## src/rtl/seq_pkg.sv

```systemverilog
package seq_pkg;
    typedef enum logic [1:0] {
        OP_START = 2'd0,
        OP_SEND  = 2'd1,
        OP_RECV  = 2'd2,
        OP_END   = 2'd3
    } bus_op_e;

    localparam logic [2:0] SEL_CTRL  = 3'd0;
    localparam logic [2:0] SEL_SADDR = 3'd1;
    localparam logic [2:0] SEL_COUNT = 3'd2;
    localparam logic [2:0] SEL_DATA  = 3'd3;
    localparam logic [2:0] SEL_STAT  = 3'd4;

    localparam logic [15:0] CTRL_MASK = 16'hCF87;
    localparam int B_EN  = 15;
    localparam int B_MST = 10;
    localparam int B_TRX = 9;
    localparam int B_XA  = 8;
    localparam int B_RM  = 2;
    localparam int B_STP = 1;
    localparam int B_STT = 0;
endpackage

```

## src/rtl/seq_byte_fifo.sv

```systemverilog
module seq_byte_fifo #(
    parameter int DEPTH = 4,
    localparam int PTR_W = (DEPTH > 1) ? $clog2(DEPTH) : 1,
    localparam int LVL_W = $clog2(DEPTH + 1)
) (
    input  logic             clk,
    input  logic             rst_n,
    input  logic             flush,
    input  logic             push,
    input  logic [7:0]       din,
    input  logic             pop,
    output logic [7:0]       dout,
    output logic [LVL_W-1:0] level
);
    typedef struct packed {
        logic [DEPTH-1:0][7:0] mem;
        logic [PTR_W-1:0]      rd;
        logic [PTR_W-1:0]      wr;
        logic [LVL_W-1:0]      lvl;
    } fifo_t;

    fifo_t f_d, f_q;
    logic  do_pop, do_push;

    function automatic logic [PTR_W-1:0] ptr_inc(input logic [PTR_W-1:0] p);
        return (p == PTR_W'(DEPTH - 1)) ? '0 : p + 1'b1;
    endfunction

    always_comb begin
        f_d     = f_q;
        do_pop  = pop && (f_q.lvl != '0);
        do_push = push && ((f_q.lvl != LVL_W'(DEPTH)) || do_pop);
        if (flush) begin
            f_d.rd  = '0;
            f_d.wr  = '0;
            f_d.lvl = '0;
        end else begin
            if (do_push) begin
                f_d.mem[f_q.wr] = din;
                f_d.wr          = ptr_inc(f_q.wr);
            end
            if (do_pop) begin
                f_d.rd = ptr_inc(f_q.rd);
            end
            f_d.lvl = f_q.lvl + LVL_W'(do_push) - LVL_W'(do_pop);
        end
    end

    always_ff @(posedge clk) begin
        if (!rst_n) begin
            f_q <= '0;
        end else begin
            f_q <= f_d;
        end
    end

    assign dout  = f_q.mem[f_q.rd];
    assign level = f_q.lvl;


    fifo_level_chk: assert property (@(posedge clk) disable iff (!rst_n)
        level <= LVL_W'(DEPTH));
endmodule

```

## src/rtl/i2c_mxfer_seq.sv

```systemverilog
module i2c_mxfer_seq
    import seq_pkg::*;
#(
    parameter int FIFO_DEPTH = 4,
    parameter int CNT_W      = 16,
    parameter int SADDR_W    = 7,
    localparam int LVL_W     = $clog2(FIFO_DEPTH + 1)
) (
    input  logic               clk,
    input  logic               rst_n,
    input  logic               host_we,
    input  logic [2:0]         host_sel,
    input  logic [15:0]        host_wdata,
    input  logic               host_pop,
    output logic [15:0]        ctrl_rd,
    output logic [CNT_W-1:0]   live_count,
    output logic [7:0]         rx_byte,
    output logic [LVL_W-1:0]   rx_level,
    output logic               stat_nack,
    output logic               stat_ardy,
    output logic               stat_xrdy,
    output logic               stat_rrdy,
    output logic               bus_cmd_valid,
    output logic [1:0]         bus_cmd_op,
    output logic [SADDR_W-1:0] bus_addr,
    output logic               bus_rnw,
    output logic [7:0]         bus_wbyte,
    input  logic               bus_ack,
    input  logic [7:0]         bus_rbyte,
    input  logic               bus_busy
);
    typedef struct packed {
        logic [15:0]        ctrl;
        logic [SADDR_W-1:0] saddr;
        logic [CNT_W-1:0]   count;
        logic [CNT_W-1:0]   live;
        logic               xfer;
        logic               nack;
        logic               ardy;
        logic               xrdy;
    } seq_t;

    seq_t             s_d, s_q;
    logic             start_go;
    logic [CNT_W-1:0] live_m1;
    logic             tx_push, tx_pop, tx_flush;
    logic             rx_push, rx_flush;
    logic [7:0]       tx_dout;
    logic [LVL_W-1:0] tx_lvl, rx_lvl;
    bus_op_e          op_c;

    seq_byte_fifo #(.DEPTH(FIFO_DEPTH)) u_txq (
        .clk(clk), .rst_n(rst_n), .flush(tx_flush), .push(tx_push),
        .din(host_wdata[7:0]), .pop(tx_pop), .dout(tx_dout), .level(tx_lvl)
    );

    seq_byte_fifo #(.DEPTH(FIFO_DEPTH)) u_rxq (
        .clk(clk), .rst_n(rst_n), .flush(rx_flush), .push(rx_push),
        .din(bus_rbyte), .pop(host_pop), .dout(rx_byte), .level(rx_lvl)
    );

    always_comb begin
        s_d           = s_q;
        bus_cmd_valid = 1'b0;
        op_c          = OP_START;
        tx_pop        = 1'b0;
        tx_flush      = 1'b0;
        rx_push       = 1'b0;
        rx_flush      = 1'b0;
        live_m1       = s_q.live - 1'b1;
        start_go      = s_q.ctrl[B_EN] && s_q.ctrl[B_MST] &&
                        !s_q.ctrl[B_XA] && s_q.ctrl[B_STT];

        if (start_go) begin
            bus_cmd_valid    = 1'b1;
            op_c             = OP_START;
            s_d.ctrl[B_STT]  = 1'b0;
            tx_flush         = 1'b1;
            rx_flush         = 1'b1;
            if (bus_ack) begin
                s_d.live = s_q.count;
                s_d.xfer = 1'b1;
            end else begin
                s_d.nack        = 1'b1;
                s_d.ctrl[B_STP] = 1'b0;
                s_d.xfer        = 1'b0;
            end
        end else if (s_q.xfer && bus_busy) begin
            if (s_q.ctrl[B_STP] && (s_q.ctrl[B_RM] || s_q.live == '0)) begin
                // stop: close the transfer
                bus_cmd_valid   = 1'b1;
                op_c            = OP_END;
                s_d.ctrl[B_STP] = 1'b0;
                s_d.live        = s_q.count;
                tx_flush        = 1'b1;
                s_d.xfer        = 1'b0;
                s_d.xrdy        = 1'b0;
            end else if (!s_q.ctrl[B_RM] && s_q.live == '0) begin
                s_d.ardy         = 1'b1;
                s_d.ctrl[B_MST]  = 1'b0;
                s_d.xfer         = 1'b0;
                s_d.xrdy         = 1'b0;
            end else if (s_q.ctrl[B_TRX]) begin
                if (tx_lvl != '0) begin
                    bus_cmd_valid = 1'b1;
                    op_c          = OP_SEND;
                    tx_pop        = 1'b1;
                    if (!s_q.ctrl[B_RM]) begin
                        s_d.live = live_m1;
                    end
                    if (bus_ack) begin
                        s_d.xrdy = s_q.ctrl[B_RM] ? (tx_lvl == LVL_W'(1))
                                                  : (live_m1 != '0);
                    end else begin
                        s_d.nack        = 1'b1;
                        s_d.ctrl[B_STP] = 1'b0;
                        s_d.xfer        = 1'b0;
                        s_d.xrdy        = 1'b0;
                    end
                end else begin
                    s_d.xrdy = 1'b1;
                end
            end else if (rx_lvl != LVL_W'(FIFO_DEPTH)) begin
                bus_cmd_valid = 1'b1;
                op_c          = OP_RECV;
                rx_push       = 1'b1;
                if (!s_q.ctrl[B_RM]) begin
                    s_d.live = live_m1;
                end
            end
        end

        tx_push = host_we && (host_sel == SEL_DATA);
        if (host_we) begin
            case (host_sel)
                SEL_CTRL:  s_d.ctrl  = host_wdata & CTRL_MASK;
                SEL_SADDR: s_d.saddr = host_wdata[SADDR_W-1:0];
                SEL_COUNT: s_d.count = CNT_W'(host_wdata);
                SEL_STAT: begin
                    if (host_wdata[1]) s_d.nack = 1'b0;
                    if (host_wdata[2]) s_d.ardy = 1'b0;
                end
                default: ;
            endcase
        end
    end

    always_ff @(posedge clk) begin
        if (!rst_n) begin
            s_q <= '0;
        end else begin
            s_q <= s_d;
        end
    end

    assign bus_cmd_op = op_c;
    assign bus_addr   = s_q.saddr;
    assign bus_rnw    = !s_q.ctrl[B_TRX];
    assign bus_wbyte  = tx_dout;
    assign ctrl_rd    = s_q.ctrl;
    assign live_count = s_q.live;
    assign rx_level   = rx_lvl;
    assign stat_nack  = s_q.nack;
    assign stat_ardy  = s_q.ardy;
    assign stat_xrdy  = s_q.xrdy;
    assign stat_rrdy  = (rx_lvl != '0);


    no_cmd_idle_chk: assert property (@(posedge clk) disable iff (!rst_n)
        (bus_cmd_valid && bus_cmd_op != OP_START) |-> bus_busy);


    send_has_data_chk: assert property (@(posedge clk) disable iff (!rst_n)
        (bus_cmd_valid && bus_cmd_op == OP_SEND) |-> (tx_lvl != '0));


    stt_self_clear_chk: assert property (@(posedge clk) disable iff (!rst_n)
        (start_go && !(host_we && host_sel == SEL_CTRL)) |=> !ctrl_rd[B_STT]);


    ardy_drops_mst_chk: assert property (@(posedge clk) disable iff (!rst_n)
        ($rose(stat_ardy) && !$past(host_we)) |-> !ctrl_rd[B_MST]);


    count_step_chk: assert property (@(posedge clk) disable iff (!rst_n)
        (bus_cmd_valid && (bus_cmd_op == OP_SEND || bus_cmd_op == OP_RECV) && !ctrl_rd[B_RM])
        |=> (live_count == $past(live_count) - 1'b1));
endmodule

```

## config.mk

```make
export PLATFORM = sky130hd
export DESIGN_NAME = i2c_mxfer_seq
export DESIGN_NICKNAME = d
export VERILOG_FILES = /design/src/rtl/seq_pkg.sv /design/src/rtl/seq_byte_fifo.sv /design/src/rtl/i2c_mxfer_seq.sv
export SDC_FILE = /design/constraint.sdc
export NUM_CORES = 1
export LEC_CHECK = 0
export BUFFER_PORTS_ARGS = -buffer_cell sky130_fd_sc_hd__buf_2
export CELL_PAD_IN_SITES_DETAIL_PLACEMENT = 2
export CELL_PAD_IN_SITES_GLOBAL_PLACEMENT = 2
export CORE_ASPECT_RATIO = 0.75
export CORE_UTILIZATION = 35
export DETAILED_ROUTE_END_ITERATION = 6
export PLACE_DENSITY_LB_ADDON = 0.15
export SLEW_MARGIN = 5
export SYNTH_ARGS = -nofsm -noshare
export SYNTH_HDL_FRONTEND = slang
export SYNTH_SLANG_ARGS = --single-unit
```

## constraint.sdc

```tcl
create_clock -name clk -period 3.53 [get_ports clk]
set_clock_uncertainty 0.1 [all_clocks]
set_input_delay 0.1765 -clock clk [delete_from_list [all_inputs] [get_ports clk]]
set_output_delay 0.1765 -clock clk [all_outputs]
set_load 0.005 [all_outputs]
```

==> impl_metrics.sql, run 1 <==
INSERT INTO impl_metrics (metric_group, metric, value, unit) VALUES
('detailed_routing', 'residual_antenna_violating_net_count_after_detailed_routing', '0', ''),
('clock_network', 'tritoncts_num_sinks', '131', ''),
('synthesis', 'average_cell_area_after_synthesis', '8.941', 'um2'),
('finish', 'num-fill-cells', '2135', ''),
('setup_path', 'worstPathRequired', '3.72', 'ns'),
('detailed_routing', 'drcViolationCount', '0', ''),
('run', 'max_cap_violations', '0', ''),
('timing', 'maxSlewHeadroom', '49.45', '%'),
('floorplanning', 'top_level_ports', '99', ''),
('pwr', 'combPwrFrac', '9.5', '%'),
('timing', 'timing.final.max_slew_violations', '0', ''),
('pwr', 'sequential_power_share', '41.2', '%'),
('synthesis', 'synthDominantCellAreaShare', '37.90', '%'),
('setup_path', 'cp-start-kind', 'flip-flop', ''),
('detailed_routing', 'drt-initial-drc-count', '376', ''),
('pwr', 'total_power', '3.801', 'mW'),
('timing', 'worst-slew-pin-transition', '0.7561', 'ns'),
('pwr', 'switchingPower', '1.052', 'mW'),
('synthesis', 'synthSimpleGateAreaFrac', '20.50', '%'),
('synthesis', 'leading_post_synthesis_cells_by_cell_area', 'dfxtp_1 (38%), nand2_1 (6.8%), mux2i_1 (6.5%)', ''),
('timing', 'timing.hold.ws', '0.01978', 'ns'),
('clock_network', 'root_buffer', 'clkbuf_16', ''),
('synthesis', 'synth_edf_count', '0', ''),
('pwr', 'sw_frac_of_total', '27.67', '%'),
('setup_path', 'setup.worst_path.class', 'flip-flop to flip-flop', ''),
('synthesis', 'count_leader_synth', 'dfxtp_1', ''),
('detailed_routing', 'top_layer', 'met4', ''),
('finish', 'fin_area', '8125', 'um2'),
('global_route', 'track_usage', '24.39', '%'),
('floorplanning', 'floorplan.core_area', '19380', 'um2'),
('timing', 'final_critical_path_setup_slack', '0.2110', 'ns'),
('timing', 'setup_viol', '0', ''),
('finish', 'layout.core_utilization', '41.93', '%'),
('timing', 'layout_min_cycle_time', '3.319', 'ns'),
('pwr', 'p_leak', '3.446', 'nW'),
('global_route', 'grt_max_degree', '101', ''),
('synthesis', 'synthCells', '774', ''),
('timing', 'finalHoldViolCount', '0', ''),
('worst_hold_path', 'whs_path_depth', '3', ''),
('pwr', 'worst_ir_drop_vdd', '327.4', 'uV'),
('floorplanning', 'die-width', '164.4', 'um'),
('detailed_routing', 'totalWireLength', '24070', 'um'),
('placed_design', 'numPlacedInstances', '1049', ''),
('synthesis', 'post_synth_mux_area_share', '11.72', '%'),
('synthesis', 'synth_seq_area_share', '37.90', '%'),
('run_status', 'status', 'finished, final reports clean', ''),
('clock_network', 'h-tree-depth', '4', ''),
('setup_path', 'cpPeakStageDelay', '0.53', 'ns'),
('setup_path', 'reg2reg_setup_slack', '0.21', 'ns'),
('detailed_routing', '1st_pass_router_iterations', '4', ''),
('placed_design', 'routability_congestion_estimate', '0.8544', ''),
('setup_path', 'regToRegEndpoint', 'u_txq.level[2]', ''),
('synthesis', 'synth_async_sr_flop_share', '0', '%'),
('detailed_routing', 'average_via_count_per_standard_cell', '5.452', ''),
('worst_hold_path', 'holdPathEnd', 's_q[22]', ''),
('clock_network', 'cts_buffers', '17', ''),
('synthesis', 'synth.lib_cells_used.distinct', '75', ''),
('setup_path', 'timing.critical_path.fanout_max', '8', ''),
('setup_path', 'r2r_start', 'live_count[7]', ''),
('synthesis', 'netlist_area', '6920', 'um2'),
('synthesis', 'compound_gate_portion_of_the_synthesized_area', '14.79', '%'),
('placed_design', 'placement.cell_area', '7282', 'um2'),
('synthesis', 'synth_common_cells', 'dfxtp_1 (131), nand2_1 (126), buf_4 (47), o21ai_0 (47), mux2i_1 (45)', ''),
('setup_path', 'worst_path_cell_chain', 'nor4_4 > nand4b_2 > o21ba_2 > and3_1 > ha_1 > inv_1 > ha_1 > inv_1 > fa_1 > xor2_1 > xnor2_1 > nor2_1', ''),
('floorplanning', 'initial_core_utilization', '35.71', '%'),
('clock_network', 'insertion_delay', '0.43', 'ns'),
('placed_design', 'dp_worst_setup_slack', '0.1593', 'ns'),
('synthesis', 'synth_adder_area_share', '3.652', '%'),
('synthesis', 'synth_top_flop_cell', 'dfxtp_1', ''),
('pwr', 'p_per_area', '467.8', 'nW/um2'),
('pwr', 'cellInternalPower', '2.750', 'mW');
==> sequential cells by signal (all words and copies together) (netlist names) <==
register / flops
u_rxq.f_q: 36
u_txq.f_q: 36
s_q: 17
live_count: 16
ctrl_rd: 10
bus_addr: 7
u_rxq.level: 3
u_txq.level: 3
stat_ardy: 1
stat_nack: 1
stat_xrdy: 1
==> how the worst max path moves through the flow <==
stage               cells after the start  slack (ns)      startpoint        endpoint
floorplan                              14        0.43  live_count[11]  u_txq.level[2]
global placement                       14        0.38   live_count[1]  u_txq.level[2]
detailed placement                     14        0.16   live_count[1]  u_txq.level[2]
CTS                                    14        0.12   live_count[1]  u_txq.level[2]
global route                           14      -0.004   live_count[1]  u_txq.level[2]
finish                                 12        0.21   live_count[7]  u_txq.level[2]
==> cell usage in the layout, fill, tap and decap left out, types with 7 or more instances in the layout <==
| master | netlist | routed |
|---|---|---|
| a21boi_0 | 26 | 26 |
| a21oi_1 | 15 | 15 |
| buf_2 | 10 | 91 |
| buf_4 | 47 | 18 |
| clkbuf_16 | 0 | 17 |
| dfxtp_1 | 131 | 131 |
| dlygate4sd3_1 | 0 | 20 |
| ha_1 | 17 | 17 |
| inv_1 | 21 | 21 |
| mux2i_1 | 45 | 45 |
| mux4_2 | 16 | 16 |
| nand2_1 | 126 | 126 |
| nand3_1 | 44 | 44 |
| nand4_1 | 9 | 9 |
| nor2_1 | 35 | 35 |
| nor2b_1 | 11 | 11 |
| nor3_1 | 14 | 14 |
| o21ai_0 | 47 | 47 |
| xnor2_1 | 7 | 7 |
| xor2_1 | 9 | 9 |
==> power groups by stage <==
stage	Sequential, mW	Clock [mW]	Combinational, mW
2_1_floorplan	1.56	0	0.258
3_3_place_gp	1.60	0	0.316
3_5_place_dp	1.60	0	0.339
4_1_cts	1.57	1.91	0.365
5_1_grt	1.57	1.97	0.405
6_report	1.57	1.87	0.360
==> metal layers <==
layer  vias up  track usage, %
met5         -               0
met4         0           5.906
met3        13           4.762
met2       156           39.69
met1      3044           33.24
li1       2801               -
==> worst max-delay path, delay by kind of cell (launching register included) <==
kind	cells	cell delay [ns]
AND/OR/NAND/NOR	4	1.10
adder cells (fa/ha/maj)	3	0.80
flip-flops	1	0.41
XOR/XNOR	2	0.35
AO/OA/AOI/OAI	1	0.29
buffers and inverters	2	0.12
==> kinds of logic (layout without fill, tap and decap cells) <==
group | after synthesis | count (layout)
xor gates and xnor gates | 16 | 16
adders and majority gates | 19 | 19
DFF | 131 | 131
muxes | 61 | 61
and+or+nand+nor | 287 | 287
other | 1 | 6
AOI/OAI and AO/OA | 147 | 147
buffers and inverters | 112 | 183
==> area by class of cell <==
type	instances	area, um2	share of cell area (%)
Inverter	21	78.83	0.9701
Timing Repair Buffer	130	810.8	9.978
Tap cell	253	316.6	3.896
Sequential cell	131	2623	32.28
Clock inverter	15	190.2	2.341
Multi-Input combinational cell	536	3681	45.30
Clock buffer	17	425.4	5.236
==> timing repair <==
item,CTS,global route
hold endpoints to repair,43,0
buffers inserted,0,2
resized for setup,0,2
endpoints found under the setup margin,0,1
hold buffers,20,0
No activity file was read; power rests on OpenSTA's default activity.
==> inputs of run 2 (changes only) <==
==> constraint.sdc (replaced) <==
create_clock -name clk -period 3.53 [get_ports clk]
set_clock_uncertainty 0.1 [all_clocks]
set_input_delay 0.353 -clock clk [delete_from_list [all_inputs] [get_ports clk]]
set_output_delay 0.353 -clock clk [all_outputs]
set_load 0.005 [all_outputs]
==> run 2 against run 1 <==
Compared with the run above:
- critical path depth is 1 higher
- clock power hardly changed
- combinational power is 6.1% lower
- final cell count is 2.0% lower
- core utilization is 1.1 points lower
- hold slack better by 0.052 ns
- fmax is 0.37% lower
- clock-buffer cell count stayed put
- sequential power hardly changed
- routed wire length is 2.7% lower
==> impl_metrics.sql, run 2 (synthesis results as in run 1) <==
INSERT INTO impl_metrics (metric_group, metric, value, unit) VALUES
('timing', 'fin_tns_setup', '0', 'ns'),
('timing', 'worst-slew-pin-transition', '0.7709', 'ns'),
('placed_design', 'routability_congestion_estimate', '0.8365', ''),
('finish', 'layout.core_utilization', '40.84', '%'),
('pwr', 'total_power', '3.768', 'mW'),
('clock_network', 'insertion_delay', '0.43', 'ns'),
('clock_network', 'tritoncts_num_sinks', '131', ''),
('timing', 'timing.hold.ws', '0.07209', 'ns'),
('floorplanning', 'floorplan.core_area', '19380', 'um2'),
('finish', 'insertedDiodeCount', '0', ''),
('detailed_routing', 'average_via_count_per_standard_cell', '5.473', ''),
('finish', 'layout_commonest_cell', 'dfxtp_1', ''),
('finish', 'area_taken_by_multi_input_logic_gates', '3699', 'um2'),
('timing', 'setup_viol', '0', ''),
('finish', 'reg.largest.list', 'u_rxq.f_q (36), u_txq.f_q (36), s_q (17)', ''),
('pwr', 'p_per_area', '476.1', 'nW/um2'),
('setup_path', 'setup.worst_path.class', 'flip-flop to flip-flop', ''),
('detailed_routing', 'route.detailed.wl_per_inst', '21.66', 'um'),
('setup_path', 'worstSetupEndpointType', 'flip-flop', ''),
('timing', 'layout_min_cycle_time', '3.331', 'ns'),
('floorplanning', 'floorplan.rows', '44', ''),
('timing', 'timing.final.max_slew_violations', '0', ''),
('run_status', 'status', 'finished, final reports clean', ''),
('detailed_routing', 'detailroute.via_count', '5916', ''),
('timing', 'finalHoldViolCount', '0', ''),
('clock_network', 'clkSlewWorstSetupHoldPaths', '0.07', 'ns'),
('global_route', 'gr_overflow_total', '0', ''),
('finish', 'proportion_of_layout_cells_with_a_drive_suffix_above_1', '21.38', '%'),
('setup_path', 'worstPathRequired', '3.72', 'ns'),
('setup_path', 'timing.critical_path.fanout_max', '8', ''),
('finish', 'num-fill-cells', '2151', ''),
('timing', 'grt_setup_unrepaired', 'false', ''),
('clock_network', 'cts_hold_buf', '0', ''),
('clock_network', 'tritoncts', 'built', ''),
('timing', 'period_share', '94.37', '%'),
('global_route', 'first_global_vias', '6309', ''),
('setup_path', 'reg2reg_setup_slack', '0.20', 'ns'),
('timing', 'max_freq', '0.3002', 'GHz'),
('clock_network', 'h-tree-depth', '4', ''),
('global_route', 'number_of_antenna_violations_at_the_first_check_in_global_routing', '0', ''),
('placed_design', 'portBuffers', '92', ''),
('pwr', 'worst_ir_drop_vdd', '304.1', 'uV'),
('setup_path', 'worst_reg_to_reg_cells', '13', ''),
('detailed_routing', 'residual_antenna_violating_net_count_after_detailed_routing', '0', ''),
('setup_path', 'worstSetupStartpoint', 'live_count[7]', ''),
('global_route', 'track_usage', '23.79', '%'),
('global_route', 'grt_max_degree', '76', ''),
('run', 'max_cap_violations', '0', ''),
('floorplanning', 'die-width', '164.4', 'um'),
('setup_path', 'cp-start-kind', 'flip-flop', ''),
('finish', 'final_nets', '867', ''),
('detailed_routing', 'drcViolationCount', '0', ''),
('clock_network', 'root_buffer', 'clkbuf_16', ''),
('detailed_routing', 'totalWireLength', '23410', 'um'),
('floorplanning', 'top_level_ports', '99', ''),
('floorplanning', 'initial_core_utilization', '35.71', '%'),
('floorplanning', 'die_height', '123.8', 'um'),
('finish', 'layout.area.seq', '2623', 'um2'),
('placed_design', 'place.detailed.hpwl', '16790', 'um'),
('pwr', 'p_leak', '3.359', 'nW'),
('detailed_routing', '1st_pass_router_iterations', '4', ''),
('clock_network', 'cts_buffers', '17', ''),
('clock_network', 'clockBufferDepth', '2', ''),
('floorplanning', 'design.die.area', '20340', 'um2'),
('finish', 'areaGrowthSynthToFinish', '14.36', '%'),
('detailed_routing', 'drt-initial-drc-count', '288', ''),
('worst_hold_path', 'hold_path_class', 'input port to flip-flop', ''),
('setup_path', 'r2r_start', 'live_count[7]', ''),
('global_route', 'grt_first_pass_wirelength', '36120', 'um'),
('setup_path', 'regToRegEndpoint', 'u_txq.level[2]', ''),
('setup_path', 'worst_ep_arrival_time', '3.52', 'ns'),
('timing', 'maxSlewHeadroom', '48.61', '%'),
('setup_path', 'crit_path_end', 'u_txq.level[2]', ''),
('finish', 'layout_common_cells', 'dfxtp_1 (131), nand2_1 (126), buf_2 (91)', '');
[run 2: what timing repair did]
| action | in CTS | in global routing |
|---|---|---|
| resized for setup | 1 | 3 |
| endpoints found under the setup margin | 1 | 1 |
| pin swaps | 0 | 0 |
| buffers inserted | 0 | 0 |
[run 2: layout make-up]
cell class                      instances  share of cell area, %
Inverter                               21                 0.9960
Tap cell                              253                  4.000
Clock inverter                         15                  2.387
Timing Repair Buffer                  108                  7.368
Multi-Input combinational cell        536                  46.74
Clock buffer                           17                  5.375
Sequential cell                       131                  33.14
[run 2: critical path: stages (launching register included)]
cell	delay, ns
dfxtp_1	0.42
nor4_4	0.44
buf_4	0.21
nand4_2	0.15
a21o_1	0.25
and3_1	0.23
ha_1	0.31
inv_1	0.08
ha_1	0.15
inv_1	0.05
fa_1	0.38
xor2_1	0.22
xnor2_1	0.15
nor2_1	0.05
[run 2: worst min path at each step]
stage,start,to,slack [ns],cells past startpoint
global placement,stat_nack,stat_nack,0.34,2
CTS,host_wdata[12],s_q[32],0.06,3
floorplan,u_txq.f_q[23],u_txq.f_q[23],0.34,2
global route,host_wdata[13],s_q[33],0.08,3
detailed placement,u_txq.f_q[34],u_txq.f_q[34],0.36,2
finish,host_wdata[12],s_q[32],0.07,3
[run 2: metrics by stage]
stage,setup WS [ns],instances,area [um2]
final,0.1986,1081,7914
after global routing,0.06440,1081,7914
after CTS,0.08820,1081,7890
after detailed placement,0.08205,1049,7269
after global placement,0.2915,1049,7269
after floorplan,0.4271,779,6939
[run 2: layer usage]
| layer | vias up | wire (um) | global-route usage [%] |
|---|---|---|---|
| met1 | 2998 | 11240 | 32.50 |
| met4 | 0 | 228 | 6.881 |
| met3 | 18 | 1150 | 5.162 |
| met5 | - | 0 | 0 |
| met2 | 141 | 10800 | 37.63 |
| li1 | 2759 | - | - |
[run 2: report_power, final]
group	internal, mW	total, mW	switching (mW)
clock network	1.08	1.86	0.784
registers	1.51	1.57	0.0584
logic	0.145	0.338	0.193
